$ cat src/rtl/hso_pkg.sv
package hso_pkg;

    localparam int CH_COUNT      = 8;
    localparam int SUPPLY_BITS   = 16;
    localparam int LOW_RAIL_MV   = 18000;
    localparam int SETTLE_CYCLES = 8;

    // Kind of disagreement seen on one channel in the current cycle
    typedef enum logic [1:0] {
        MIS_NONE      = 2'd0,
        MIS_STUCK_ON  = 2'd1,
        MIS_STUCK_OFF = 2'd2
    } mis_kind_e;

    // Retained state of one channel
    typedef struct packed {
        logic fault;
        logic stuck_on;
    } chan_stat_t;

    // Decide which mismatch, if any, counts toward the persistence window.
    // Readback is active low: mon_n == 0 means voltage present.
    function automatic mis_kind_e classify(
        input logic cmd,
        input logic mon_n,
        input logic rail_live,
        input logic sup_low,
        input logic det_en
    );
        mis_kind_e k;
        k = MIS_NONE;
        if (det_en) begin
            if (!cmd && !mon_n)
                k = MIS_STUCK_ON;
            else if (cmd && mon_n && rail_live && !sup_low)
                k = MIS_STUCK_OFF;
        end
        return k;
    endfunction

endpackage

$ cat src/rtl/hso_supply_mon.sv
module hso_supply_mon #(
    parameter int SUP_W  = hso_pkg::SUPPLY_BITS,
    parameter int THRESH = hso_pkg::LOW_RAIL_MV
) (
    input  logic             clk,
    input  logic             rst,
    input  logic             det_en,
    input  logic [SUP_W-1:0] supply_mv,
    output logic             sup_low,
    output logic             rail_fault
);

    localparam logic [SUP_W-1:0] LIMIT = SUP_W'(THRESH);

    // Inclusive compare: a reading equal to the limit is already low
    assign sup_low = (supply_mv <= LIMIT);

    always_ff @(posedge clk) begin
        if (rst)
            rail_fault <= 1'b0;
        else if (det_en && sup_low)
            rail_fault <= 1'b1;
    end

endmodule

$ cat src/rtl/hso_chan_filter.sv
module hso_chan_filter
    import hso_pkg::*;
#(
    parameter int SETTLE = SETTLE_CYCLES
) (
    input  logic       clk,
    input  logic       rst,
    input  mis_kind_e  kind,
    output chan_stat_t stat
);

    localparam int            CW   = (SETTLE > 1) ? $clog2(SETTLE) : 1;
    localparam logic [CW-1:0] LAST = CW'(SETTLE - 1);

    logic [CW-1:0] run_q;

    // Count consecutive mismatch cycles; a gap restarts the count.
    // On the final cycle of the window the fault (and, for a stuck-on
    // readback, the cutoff request) is latched; the count then parks.
    always_ff @(posedge clk) begin
        if (rst) begin
            run_q <= '0;
            stat  <= '0;
        end else if (kind == MIS_NONE) begin
            run_q <= '0;
        end else if (run_q == LAST) begin
            stat.fault <= 1'b1;
            if (kind == MIS_STUCK_ON)
                stat.stuck_on <= 1'b1;
        end else begin
            run_q <= run_q + 1'b1;
        end
    end

endmodule

$ cat src/rtl/hso_rail_gate.sv
module hso_rail_gate #(
    parameter int N_CH = hso_pkg::CH_COUNT
) (
    input  logic            clk,
    input  logic            rst,
    input  logic            rail_req,
    input  logic [N_CH-1:0] stuck_vec,
    output logic            rail_en
);

    // stuck_vec is already latched per channel, so the cutoff persists
    always_ff @(posedge clk) begin
        if (rst)
            rail_en <= 1'b0;
        else
            rail_en <= rail_req && !(|stuck_vec);
    end

endmodule

$ cat src/rtl/hso_supervisor.sv
module hso_supervisor
    import hso_pkg::*;
#(
    parameter int N_CH      = CH_COUNT,
    parameter int SUP_W     = SUPPLY_BITS,
    parameter int THRESH_MV = LOW_RAIL_MV,
    parameter int SETTLE    = SETTLE_CYCLES
) (
    input  logic             clk,
    input  logic             rst,
    input  logic [N_CH-1:0]  cmd_on,
    input  logic [N_CH-1:0]  mon_n,
    input  logic [SUP_W-1:0] supply_mv,
    input  logic             rail_req,
    input  logic             det_en,
    output logic             rail_en,
    output logic [N_CH-1:0]  chan_fault,
    output logic             rail_fault,
    output logic             any_fault
);

    logic            sup_low;
    logic [N_CH-1:0] stuck_vec;
    mis_kind_e       kind [N_CH];
    chan_stat_t      stat [N_CH];

    hso_supply_mon #(
        .SUP_W  (SUP_W),
        .THRESH (THRESH_MV)
    ) u_supply (
        .clk        (clk),
        .rst        (rst),
        .det_en     (det_en),
        .supply_mv  (supply_mv),
        .sup_low    (sup_low),
        .rail_fault (rail_fault)
    );

    for (genvar g = 0; g < N_CH; g++) begin : g_chan
        assign kind[g] = classify(cmd_on[g], mon_n[g], rail_en, sup_low, det_en);

        hso_chan_filter #(
            .SETTLE (SETTLE)
        ) u_filt (
            .clk  (clk),
            .rst  (rst),
            .kind (kind[g]),
            .stat (stat[g])
        );

        assign chan_fault[g] = stat[g].fault;
        assign stuck_vec[g]  = stat[g].stuck_on;
    end

    hso_rail_gate #(
        .N_CH (N_CH)
    ) u_gate (
        .clk       (clk),
        .rst       (rst),
        .rail_req  (rail_req),
        .stuck_vec (stuck_vec),
        .rail_en   (rail_en)
    );

    assign any_fault = (|chan_fault) | rail_fault;

endmodule

$ cat config.mk
export PLATFORM = sky130hd
export DESIGN_NAME = hso_supervisor
export DESIGN_NICKNAME = d
export VERILOG_FILES = /design/src/rtl/hso_pkg.sv /design/src/rtl/hso_supply_mon.sv /design/src/rtl/hso_chan_filter.sv /design/src/rtl/hso_rail_gate.sv /design/src/rtl/hso_supervisor.sv
export SDC_FILE = /design/constraint.sdc
export NUM_CORES = 1
export LEC_CHECK = 0
export BUFFER_PORTS_ARGS = -buffer_cell sky130_fd_sc_hd__buf_2
export CORE_ASPECT_RATIO = 1.5
export CORE_UTILIZATION = 57
export CTS_BUF_LIST = sky130_fd_sc_hd__clkbuf_8
export CTS_CLUSTER_DIAMETER = 120
export DETAILED_ROUTE_END_ITERATION = 8
export PLACE_DENSITY = 0.93
export SLEW_MARGIN = 20
export SYNTH_ARGS = -nofsm -noshare
export SYNTH_HDL_FRONTEND = slang
export SYNTH_SLANG_ARGS = --single-unit
$ cat constraint.sdc
create_clock -name clk -period 1.8 [get_ports clk]
set_clock_uncertainty 0.05 [all_clocks]
set_input_delay 0.36 -clock clk [delete_from_list [all_inputs] [get_ports clk]]
set_output_delay 0.36 -clock clk [all_outputs]
set_load 0.1 [all_outputs]
==> results.tsv <==
stage	metric	value	unit
status	run status	finished with violations	
status	violations in the final reports	setup timing	
drt	total wirelength of the detailed-routed design	4990	um
critical_path	top fanout value on the critical path	3	
critical_path	category of the worst setup path capture point	primary output	
synth	Yosys reg bits	42	
floorplanning	floorplan die width	53.9	um
floorplanning	# IOs	47	
critical_path	worst setup path endpoint	any_fault	
run	max capacitance violation total	0	
timing	number of pins exceeding their max-slew limit in the final report	0	
critical_path	library cell contributing the largest single delay on the critical path	nor3_1	
synth	Post-Synthesis Net Count	308	
clocking	hold buffer count at CTS	0	
synth	combined area of all synthesized cells	2300	um^2
drt	post-route ant nets	0	
place	final weighted congestion of routability-driven global placement	0.803	
critical_path	chain of cells forming the critical path	nor3_1 > nand3_2 > buf_4	
floorplanning	vertical die dimension	79.8	um
critical_path	Critical Path Start	g_chan[2].u_filt.stat[1]$_SDFFE_PP0P_	
clocking	cts bufs inserted	5	
critical_path	type of the setup path with the least slack	reg2out	
global_routing	Congestion Overflow GR	0	
critical_path	critical path data required time	1.39	ns
timing	Tcrit/Tclk final	100	%
timing	relative slew slack	67.3	%
global_routing	met3 GRT Util	6.10	%
power	cell area power density	676	nW/um^2
final_layout	post-layout instance count excluding filler cells	333	
final_layout	share of final-layout standard cells stronger than drive strength 1	23.1	%
floorplanning	Starting Density	61.4	%
clocking	register clock-pin slew on the reported worst setup and hold paths	0.08	ns
critical_path	R2R depth	6	
place	total half-perimeter wirelength after legalization and detailed placement	3550	um
final_layout	final core utilization	69.8	%
synth	sequential fraction of the synthesis area	36.5	%
floorplanning	core region area	3750	um^2
critical_path	data arrival time of the worst path	1.39	ns
timing	Setup Viol. Count Final	1	
global_routing	met1 Resource Use GR	27.4	%
final_layout	layout overhead on the synthesized area	13.8	%
clocking	latest clock arrival within the worst-skew pair	0.30	ns
synth	unique cell type count in the Yosys netlist	37	
drt	via count	2063	
clocking	number of sinks handled by clock tree synthesis	42	
timing	maximum operating frequency	555	MHz
critical_path	FF-to-FF Start	g_chan[2].u_filt.run_q[0]$_SDFFE_PP0N_	
timing	total negative slack for setup checks	-0.00294	ns
place	number of instances in the placed design	327	
global_routing	number of antenna violations at the first check in global routing	0	
critical_path	Critical R2R Capture	g_chan[2].u_filt.run_q[0]$_SDFFE_PP0N_	
power	switching share of total power	25.7	%
drt	Routed wire per std cell	15.0	um
timing	slew at the pin closest to its max-slew limit	0.485	ns
critical_path	largest stage delay on the critical path	0.38	ns
timing	minimum clock period after layout	1.80	ns
drt	via density per instance	6.20	
critical_path	startpoint types	flip-flop	
global_routing	via count of the first global-routing pass	1931	
timing	final setup margin	-0.00294	ns
final_layout	antenna cell count	0	
floorplanning	total die area	4300	um^2
place	quantity of I/O buffers inserted on ports	46	
clocking	count of buffers added by post-CTS timing repair for setup	0	
final_layout	layout net count	343	
global_routing	met2 Resource Use GR	46.3	%
synth	number of warnings reported in the yosys synthesis log	0	
power	relative contribution of the clock network to total power	34.0	%
worst_hold_path	worst hold path class	in2reg	
synth	cells after synthesis	256	
power	total net switching power	0.454	mW
power	leakage power of the design	1.08	nW
drt	DRC	0	
clocking	clock buffer depth	2	
global_routing	maximum number of pins on one net before global-route repair	24	
global_routing	Global Route Usage Sum	25.7	%
global_routing	wire length of the first global-routing pass	8090	um
clocking	TritonCTS clock tree	done	
power	share of total power in combinational logic	12.5	%
drt	First-pass DRT Iterations	4	
power	total internal power	1.32	mW
timing	Final Hold Vio Count	0	
floorplanning	Cell Rows	27	
global_routing	busiest metal layer after global routing	met2	
clocking	library cell used as clock root buffer	clkbuf_8	
power	Max IR drop VDD	633	uV
critical_path	worst setup slack for register-to-register paths	0.26	ns
synth	synthesized area per cell	8.99	um^2
clocking	H-tree levels	2	
drt	starting DRC count in detailed routing	53	
power	proportion of power drawn by flip-flops and latches	53.4	%
## Yosys cell counts
cell / n / area (um^2)
a2111oi_1: 1 / 10.0
a2111oi_2: 1 / 15.0
a21oi_1: 38 / 190
a221oi_2: 1 / 15.0
a22o_1: 1 / 8.76
a41oi_2: 1 / 16.3
and4_1: 1 / 8.76
buf_2: 2 / 10.0
buf_4: 9 / 67.6
buf_6: 2 / 22.5
clkbuf_1: 10 / 37.5
clkinv_1: 1 / 3.75
dfxtp_1: 42 / 841
ha_1: 16 / 200
inv_1: 2 / 7.51
mux2i_1: 2 / 20.0
nand2_1: 10 / 37.5
nand2b_1: 15 / 93.8
nand3_1: 9 / 45.0
nand4_1: 7 / 43.8
nor2_1: 21 / 78.8
nor2b_1: 1 / 6.26
nor3_1: 1 / 5.00
nor3b_1: 7 / 52.6
nor3b_2: 1 / 12.5
nor4_1: 3 / 18.8
nor4_4: 1 / 21.3
nor4b_1: 1 / 8.76
nor4bb_1: 2 / 20.0
o2111ai_4: 1 / 26.3
o211ai_1: 14 / 105
o21ai_0: 2 / 10.0
o21ai_1: 1 / 5.00
o22ai_1: 7 / 43.8
o2bb2ai_1: 7 / 61.3
or3b_1: 7 / 61.3
xor2_1: 8 / 70.1
## metrics by stage
step	power (mW)	setup slack, ns	hold slack [ns]	area (um^2)
final	1.77	-0.00294	0.299	2620
after global routing	1.82	-0.0140	0.309	2620
after CTS	1.77	0.0259	0.301	2600
after detailed placement	1.18	0.0323	0.417	2520
after global placement	1.18	0.108	0.398	2520
after floorplan	1.09	0.221	0.387	2310
## cell usage in the layout (no fill, tap or decap), types with 2 or more instances in the layout
| cell type | netlist | routed |
|---|---|---|
| nand3_1 | 9 | 8 |
| a21oi_1 | 38 | 38 |
| nand2b_1 | 15 | 15 |
| o22ai_1 | 7 | 7 |
| o211ai_1 | 14 | 14 |
| o21ai_0 | 2 | 2 |
| o2bb2ai_1 | 7 | 7 |
| mux2i_1 | 2 | 2 |
| dfxtp_1 | 42 | 40 |
| buf_12 | 0 | 2 |
| buf_4 | 9 | 4 |
| inv_1 | 2 | 2 |
| nor4_1 | 3 | 2 |
| nor4_4 | 1 | 2 |
| nor4bb_1 | 2 | 2 |
| ha_1 | 16 | 16 |
| nand2_1 | 10 | 10 |
| nor3b_1 | 7 | 7 |
| nand4_1 | 7 | 7 |
| xor2_1 | 8 | 8 |
| or3b_1 | 7 | 7 |
| clkbuf_8 | 0 | 6 |
| buf_2 | 2 | 45 |
| dfxtp_2 | 0 | 2 |
| nor2_1 | 21 | 21 |
## cell type report
cell class	count	area, um^2
Clock buffer	6	82.6
Tap cell	43	53.8
Fill cell	320	1130
Inverter	3	11.3
Sequential cell	42	843
Multi-Input combinational cell	188	1330
Timing Repair Buffer	51	295
## worst min path at each step
| stage | start | to | slack [ns] | cells past startpoint |
|---|---|---|---|---|
| global placement | g_chan[6].u_filt.stat[0]$_SDFFE_PP0P_ | g_chan[6].u_filt.stat[0]$_SDFFE_PP0P_ | 0.40 | 2 |
| detailed placement | g_chan[6].u_filt.stat[0]$_SDFFE_PP0P_ | g_chan[6].u_filt.stat[0]$_SDFFE_PP0P_ | 0.42 | 2 |
| global route | mon_n[0] | g_chan[0].u_filt.run_q[0]$_SDFFE_PP0N_ | 0.31 | 3 |
| floorplan | g_chan[2].u_filt.stat[0]$_SDFFE_PP0P_ | g_chan[2].u_filt.stat[0]$_SDFFE_PP0P_ | 0.39 | 2 |
| finish | mon_n[0] | g_chan[0].u_filt.run_q[0]$_SDFFE_PP0N_ | 0.30 | 3 |
| CTS | mon_n[0] | g_chan[0].u_filt.run_q[0]$_SDFFE_PP0N_ | 0.30 | 3 |
## critical path: cells and delay by family, from the launching register on
family | cells | cell delay (ns)
flip-flops | 1 | 0.33
buffers and inverters | 1 | 0.25
AND/OR/NAND/NOR | 2 | 0.52
## state kept, by name, indices dropped and copies added (netlist names)
signal	flops
u_gate.rail_en	1
g_chan.u_filt.stat	16
g_chan.u_filt.run_q	24
u_supply.rail_fault	1
## cell families after synthesis
group                    count (synthesis)  share of synthesized area, %
AO/OA/AOI/OAI                           75                          22.0
XOR/XNOR                                 8                          3.05
adder cells (fa/ha/maj)                 16                          8.70
buffers and inverters                   26                          6.47
flip-flops                              42                          36.5
multiplexers                             2                         0.870
AND/OR/NAND/NOR                         87                          22.3
## repair_timing
item / in CTS / in global routing
pin swaps: 0 / 0
endpoints found under the hold margin: 0 / 0
gates resized for setup: 1 / 2
endpoints found under the setup margin: 1 / 1
## power groups by stage
stage               Combinational, mW  Clock [mW]  Sequential (mW)
finish                          0.222       0.603            0.946
global route                    0.242       0.636            0.946
CTS                             0.220       0.607            0.945
detailed placement              0.218           0            0.967
global placement                0.213           0            0.967
floorplan                       0.108           0            0.986
## per-layer routing
layer | share of wire, % | vias up
li1 | - | 1012
met1 | 40 | 979
met2 | 54 | 67
met3 | 5.2 | 5
met4 | 1.4 | 0
met5 | 0 | -
No activity file was read; power rests on OpenSTA's default activity.
